--- config.mk ---
export PLATFORM = sky130hd
export DESIGN_NAME = qdc_quarter_ddc
export DESIGN_NICKNAME = d
export VERILOG_FILES = /design/src/rtl/qdc_pkg.sv /design/src/rtl/qdc_phase_fsm.sv /design/src/rtl/qdc_sign_sel.sv /design/src/rtl/qdc_quarter_ddc.sv
export SDC_FILE = /design/constraint.sdc
export NUM_CORES = 1
export LEC_CHECK = 0
export BUFFER_PORTS_ARGS = -buffer_cell sky130_fd_sc_hd__clkbuf_2
export CORE_MARGIN = 3
export CORE_UTILIZATION = 45
export DETAILED_ROUTE_END_ITERATION = 6
export PLACE_DENSITY = 0.76
export SLEW_MARGIN = 0
export SYNTH_ARGS = -nofsm -noshare
export SYNTH_HDL_FRONTEND = slang
export SYNTH_SLANG_ARGS = --single-unit
--- constraint.sdc ---
create_clock -name clk -period 2.9 [get_ports clk]
set_input_delay 0.29 -clock clk [delete_from_list [all_inputs] [get_ports clk]]
set_output_delay 0.29 -clock clk [all_outputs]
set_load 0.01 [all_outputs]
--- src/rtl/qdc_pkg.sv ---
package qdc_pkg;
    typedef enum logic [1:0] {
        PH0 = 2'd0,
        PH1 = 2'd1,
        PH2 = 2'd2,
        PH3 = 2'd3
    } qdc_phase_t;

    typedef enum logic [1:0] {
        SEL_ZERO = 2'd0,
        SEL_PASS = 2'd1,
        SEL_NEG  = 2'd2
    } qdc_sel_t;
endpackage

--- src/rtl/qdc_phase_fsm.sv ---
module qdc_phase_fsm
    import qdc_pkg::*;
(
    input  logic     clk,
    input  logic     rst_n,
    input  logic     adv,
    input  logic     inv,
    output qdc_sel_t sel_i,
    output qdc_sel_t sel_q
);
    qdc_phase_t state_q, state_d;

    // next-state decode
    always_comb begin
        state_d = state_q;
        if (adv) begin
            unique case (state_q)
                PH0: state_d = PH1;
                PH1: state_d = PH2;
                PH2: state_d = PH3;
                PH3: state_d = PH0;
            endcase
        end
    end

    // state register
    always_ff @(posedge clk) begin
        if (!rst_n) state_q <= PH0;
        else        state_q <= state_d;
    end

    // selector outputs for the current sample
    always_comb begin
        sel_i = SEL_ZERO;
        sel_q = SEL_ZERO;
        unique case (state_q)
            PH0: begin
                sel_i = SEL_PASS;
                sel_q = SEL_ZERO;
            end
            PH1: begin
                sel_i = SEL_ZERO;
                sel_q = inv ? SEL_NEG : SEL_PASS;
            end
            PH2: begin
                sel_i = SEL_NEG;
                sel_q = SEL_ZERO;
            end
            PH3: begin
                sel_i = SEL_ZERO;
                sel_q = inv ? SEL_PASS : SEL_NEG;
            end
        endcase
    end
endmodule

--- src/rtl/qdc_sign_sel.sv ---
module qdc_sign_sel
    import qdc_pkg::*;
#(
    parameter int IN_W = 12
) (
    input  logic                   clk,
    input  logic                   rst_n,
    input  logic                   en,
    input  qdc_sel_t               sel,
    input  logic signed [IN_W-1:0] din,
    output logic signed [IN_W:0]   dout
);
    logic signed [IN_W:0] ext;
    assign ext = {din[IN_W-1], din};

    always_ff @(posedge clk) begin
        if (!rst_n) begin
            dout <= '0;
        end else if (en) begin
            unique case (sel)
                SEL_PASS: dout <= ext;
                SEL_NEG:  dout <= -ext;
                default:  dout <= '0;
            endcase
        end
    end
endmodule

--- src/rtl/qdc_quarter_ddc.sv ---
module qdc_quarter_ddc
    import qdc_pkg::*;
#(
    parameter int IN_W = 12
) (
    input  logic                   clk,
    input  logic                   rst_n,
    input  logic                   in_valid,
    input  logic signed [IN_W-1:0] in_sample,
    input  logic                   spec_inv,
    output logic                   out_valid,
    output logic signed [IN_W:0]   out_i,
    output logic signed [IN_W:0]   out_q
);
    localparam int NARM = 2;

    qdc_sel_t sel_i, sel_q;
    qdc_sel_t arm_sel [NARM];
    logic signed [IN_W:0] arm_out [NARM];

    qdc_phase_fsm u_fsm (
        .clk   (clk),
        .rst_n (rst_n),
        .adv   (in_valid),
        .inv   (spec_inv),
        .sel_i (sel_i),
        .sel_q (sel_q)
    );

    assign arm_sel[0] = sel_i;
    assign arm_sel[1] = sel_q;

    for (genvar g = 0; g < NARM; g++) begin : g_arm
        qdc_sign_sel #(.IN_W(IN_W)) u_arm (
            .clk   (clk),
            .rst_n (rst_n),
            .en    (in_valid),
            .sel   (arm_sel[g]),
            .din   (in_sample),
            .dout  (arm_out[g])
        );
    end

    assign out_i = arm_out[0];
    assign out_q = arm_out[1];

    always_ff @(posedge clk) begin
        if (!rst_n) out_valid <= 1'b0;
        else        out_valid <= in_valid;
    end
endmodule

==> results.txt <==
----------------------------------------------------
[Die]
  Io pins ... 43
  Die outline area ... 4720 sq um
  Floorplan core area ... 3720 sq um
  Height of the chip ... 68.7 microns
  Core Rows ... 22
  Starting density of the core ... around 48%
  Die Span X ... 68.7 microns

[Global route]
  Total grt overflow ... 0
  Global routing usage summed across all routing layers ... 20.8%
  Number of global-route vias before repair ... 1544
  Number of antenna violations at the first check in global routing ... 0
  Global-route wire length before repair ... 7320 microns
  Maximum number of pins on one net before global-route repair ... 33

[Power]
  Peak supply drop ... 0.279 mV
  Static leakage ... ~0.82 nW
  Final Total Pwr ... ~1 mW
  Power density over the cells ... 481 nW/um^2

[Outcome]
  Outcome ... completed

[STA]
  Worst-margin pin slew ... 671 ps
  Final setup violation count ... 0
  Number of pins exceeding their max-slew limit in the final report ... 0
  Post-route minimum period ... 2520 ps
  Final critical-path share of the clock period ... approximately 87%
  Post-Route Skew ... 3.70 ps
  Tightest slew margin relative to the limit ... 54.9%
  Final WS setup ... 381 ps
  Maximum frequency from static timing analysis ... 397 MHz
  Worst hold slack after final layout ... 286 ps
  Number of hold-slack violations in the final timing report ... 0
  Summed negative setup slack over all endpoints ... 0 ps
  Unrepaired setup endpoints after global routing ... false

[Routing]
  Detailed-route wire length on metal 1 ... 2080 microns
  Final routed wire length divided by cell count ... about 15 microns
  Via-to-Cell Ratio ... 5.65
  Routed wl met3 ... 282 microns
  First-pass iteration count of the detailed router ... 4
  ANT nets after route ... 0
  Post-detailed-route DRC marker count ... 0
  Met2 wire len ... 2050 microns
  Drt total wl ... 4470 microns
  Top Metal Used ... met4
  1st-iter DRT viols ... 126
  Vias post-DR ... 1711

[Synthesis]
  Combined area of all synthesized cells ... 1770 sq um
  Sequential area share after synthesis ... 32.8%
  Share of the synthesized area in the top cell type ... 32.8%
  Synthesized instance count ... 220
  Synthesized net count ... 244
  Cell type with the largest total area after synthesis ... sky130_fd_sc_hd__dfxtp_1
  Distinct cells, synth ... 46
  Leading register cell type out of synthesis ... sky130_fd_sc_hd__dfxtp_1
  Syn. warnings ... 0
  Leading post-synthesis cells by cell area ... sky130_fd_sc_hd__dfxtp_1, sky130_fd_sc_hd__o21ai_0, sky130_fd_sc_hd__ha_1
  #FFs+latches synth ... 29
  Share of flip-flops with an asynchronous set or reset ... 0%
  Mean instance size in the synthesized netlist ... 8.05 sq um
  Number of enable flip-flop cells after synthesis ... 0

[Critical path]
  Reg2Reg Capture Point ... g_arm[1].u_arm.dout[4]
  Worst Setup Start Kind ... register
  Crit Path Class ... reg2reg
  Critical path fanouts, max ... 10
  Critical path cell sequence ... inv_1 > ha_1 > nand2b_1 > o21ai_0 > inv_1 > ha_1 > nand3b_1 > o31ai_1 > a21oi_1 > nor2_1
  Slowest cell on the critical path ... sky130_fd_sc_hd__nand3b_1
  Crit path buf inv count ... 2
  Category of the worst setup path capture point ... register
  Startpoint of the worst-slack reg-to-reg timing path ... u_fsm.state_q[1]
  Worst Path Required ... ~3100 ps
  Maximum single-stage delay on the critical path ... 400 ps
  Setup slack on the worst flop-to-flop path ... 380 ps
  Kind of cell adding the most delay to the critical path ... compound AO/OA/AOI/OAI gates
  Cells on worst reg2reg path ... 10
  Arrival time at the worst endpoint ... roughly 2700 ps

[Placed design]
  Worst slack, placed ... 475 ps
  RePlAce Congestion ... 0.912
  Post-DP HPWL ... 3090 microns
  Number of buffer cells added on primary ports ... 42
  Number of cells after detailed placement ... 295

[Clock tree]
  Number of buffers inserted for hold repair after clock tree synthesis ... 0
  Clk_lat worst skew ... 280 ps
  Clock tree from TritonCTS ... yes
  Setup Fix Bufs, Post-CTS ... 0
  Clock tree buffer depth ... 2
  Clock Sink Count ... 29
  Post-CTS resize count ... 0
  Total CTS buffers ... 5
  CTS H-Tree Depth ... 2
  Clock-pin slew of the registers on the worst-case setup and hold paths ... roughly 60 ps
  Root buffer cell ... sky130_fd_sc_hd__clkbuf_8

[Worst hold path]
  Path category of the worst min-delay check ... in2reg
  Worst hold path cell count ... 2
  Capture endpoint of the worst hold path ... g_arm[1].u_arm.dout[8]
  Min-Delay Startpoint ... in_sample[8]

[Finish]
  Final net count ... approximately 280
  Most frequent standard cell in the layout excluding fill and tap cells ... sky130_fd_sc_hd__clkbuf_2
  Area occupied by multi-input gates ... 1020 sq um
  Ant. Diodes ... 0
  Non-filler instance count after layout ... 303
  Sequential cell area ... 581 sq um
  Area growth syn-to-layout ... 15.2%
  Fraction of final layout cells with drive strength greater than 1 ... 21.6%
  Fillers ... between 300 and 400
  Leading cell types in the layout, fill and taps excluded ... sky130_fd_sc_hd__clkbuf_2, sky130_fd_sc_hd__dfxtp_1, sky130_fd_sc_hd__o21ai_0

[Flow run]
  Max-capacitance violation count ... 0

----------------------------------------------------
-- Yosys cell counts (4+ instances only) --
| cell | count |
|---|---|
| sky130_fd_sc_hd__nor2_1 | 14 |
| sky130_fd_sc_hd__nand2_1 | 8 |
| sky130_fd_sc_hd__nand2b_1 | 5 |
| sky130_fd_sc_hd__a31oi_1 | 5 |
| sky130_fd_sc_hd__nor3_1 | 11 |
| sky130_fd_sc_hd__a22oi_1 | 4 |
| sky130_fd_sc_hd__dfxtp_1 | 29 |
| sky130_fd_sc_hd__nor2b_1 | 6 |
| sky130_fd_sc_hd__ha_1 | 8 |
| sky130_fd_sc_hd__nor4_1 | 6 |
| sky130_fd_sc_hd__or3_1 | 6 |
| sky130_fd_sc_hd__clkbuf_1 | 12 |
| sky130_fd_sc_hd__o21ai_0 | 27 |
| sky130_fd_sc_hd__a21oi_1 | 15 |
| sky130_fd_sc_hd__inv_1 | 14 |
-- sequential cells by signal, indices dropped and copies added, names as in the netlist --
register,cells
out_valid,1
g_arm.u_arm.dout,26
u_fsm.state_q,2
-- worst reg2reg max path, delay by kind of cell, from the launching register on --
kind                       cells  cell delay, ps
AOI/OAI and AO/OA              3             710
and+or+nand+nor                3             630
adders and majority gates      2             560
DFF                            1             380
buffers and inverters          2             180
-- kinds of logic (layout without fill, tap and decap cells) --
| family | Yosys count | after routing | share of synthesized area [%] |
|---|---|---|---|
| fa+ha+maj | 8 | 8 | 5.65 |
| simple gates | 72 | 72 | 22.5 |
| buf+inv | 32 | 67 | 9.82 |
| xor+xnor | 1 | 1 | 0.495 |
| flops | 29 | 29 | 32.8 |
| compound gates | 74 | 74 | 26.4 |
| mux | 4 | 4 | 2.40 |
-- through the flow --
step	utilization (%)	cell area, sq um
6_report	54.9	2040
5_1_grt	54.9	2040
4_1_cts	54.9	2040
3_5_place_dp	52.2	1940
3_3_place_gp	52.2	1940
2_1_floorplan	-	1770
-- layout make-up --
cell class              instances  area share [%]
multi-input cells             159            49.8
well taps                      48            2.94
repair buffers                 44            11.0
clock buffers                   7            4.72
flip-flops and latches         29            28.5
clock inverters                 1           0.245
inverters                      15            2.76
-- how the worst max path moves through the flow --
stage,startpoint,endpoint,slack (ps),depth (start not counted)
finish,u_fsm.state_q[1],g_arm[1].u_arm.dout[4],380,10
global placement,u_fsm.state_q[1],g_arm[1].u_arm.dout[6],600,9
CTS,u_fsm.state_q[1],g_arm[1].u_arm.dout[4],430,10
global route,u_fsm.state_q[1],g_arm[1].u_arm.dout[5],220,10
detailed placement,u_fsm.state_q[1],g_arm[1].u_arm.dout[6],470,9
floorplan,u_fsm.state_q[1],g_arm[1].u_arm.dout[6],730,9
-- where the power goes --
part / total (mW) / internal, mW / switching, mW
logic: 0.182 / 0.0692 / 0.112
registers: 0.429 / 0.419 / 0.0104
clock network: 0.370 / 0.214 / 0.156
-- metal layers --
metal / GRT usage [%] / vias up
li1: - / 872
met1: 26.7 / 780
met2: 32.9 / 53
met3: 6.16 / 6
met4: 7.79 / 0
met5: 0 / -
Power figures use the tool's default switching activity.
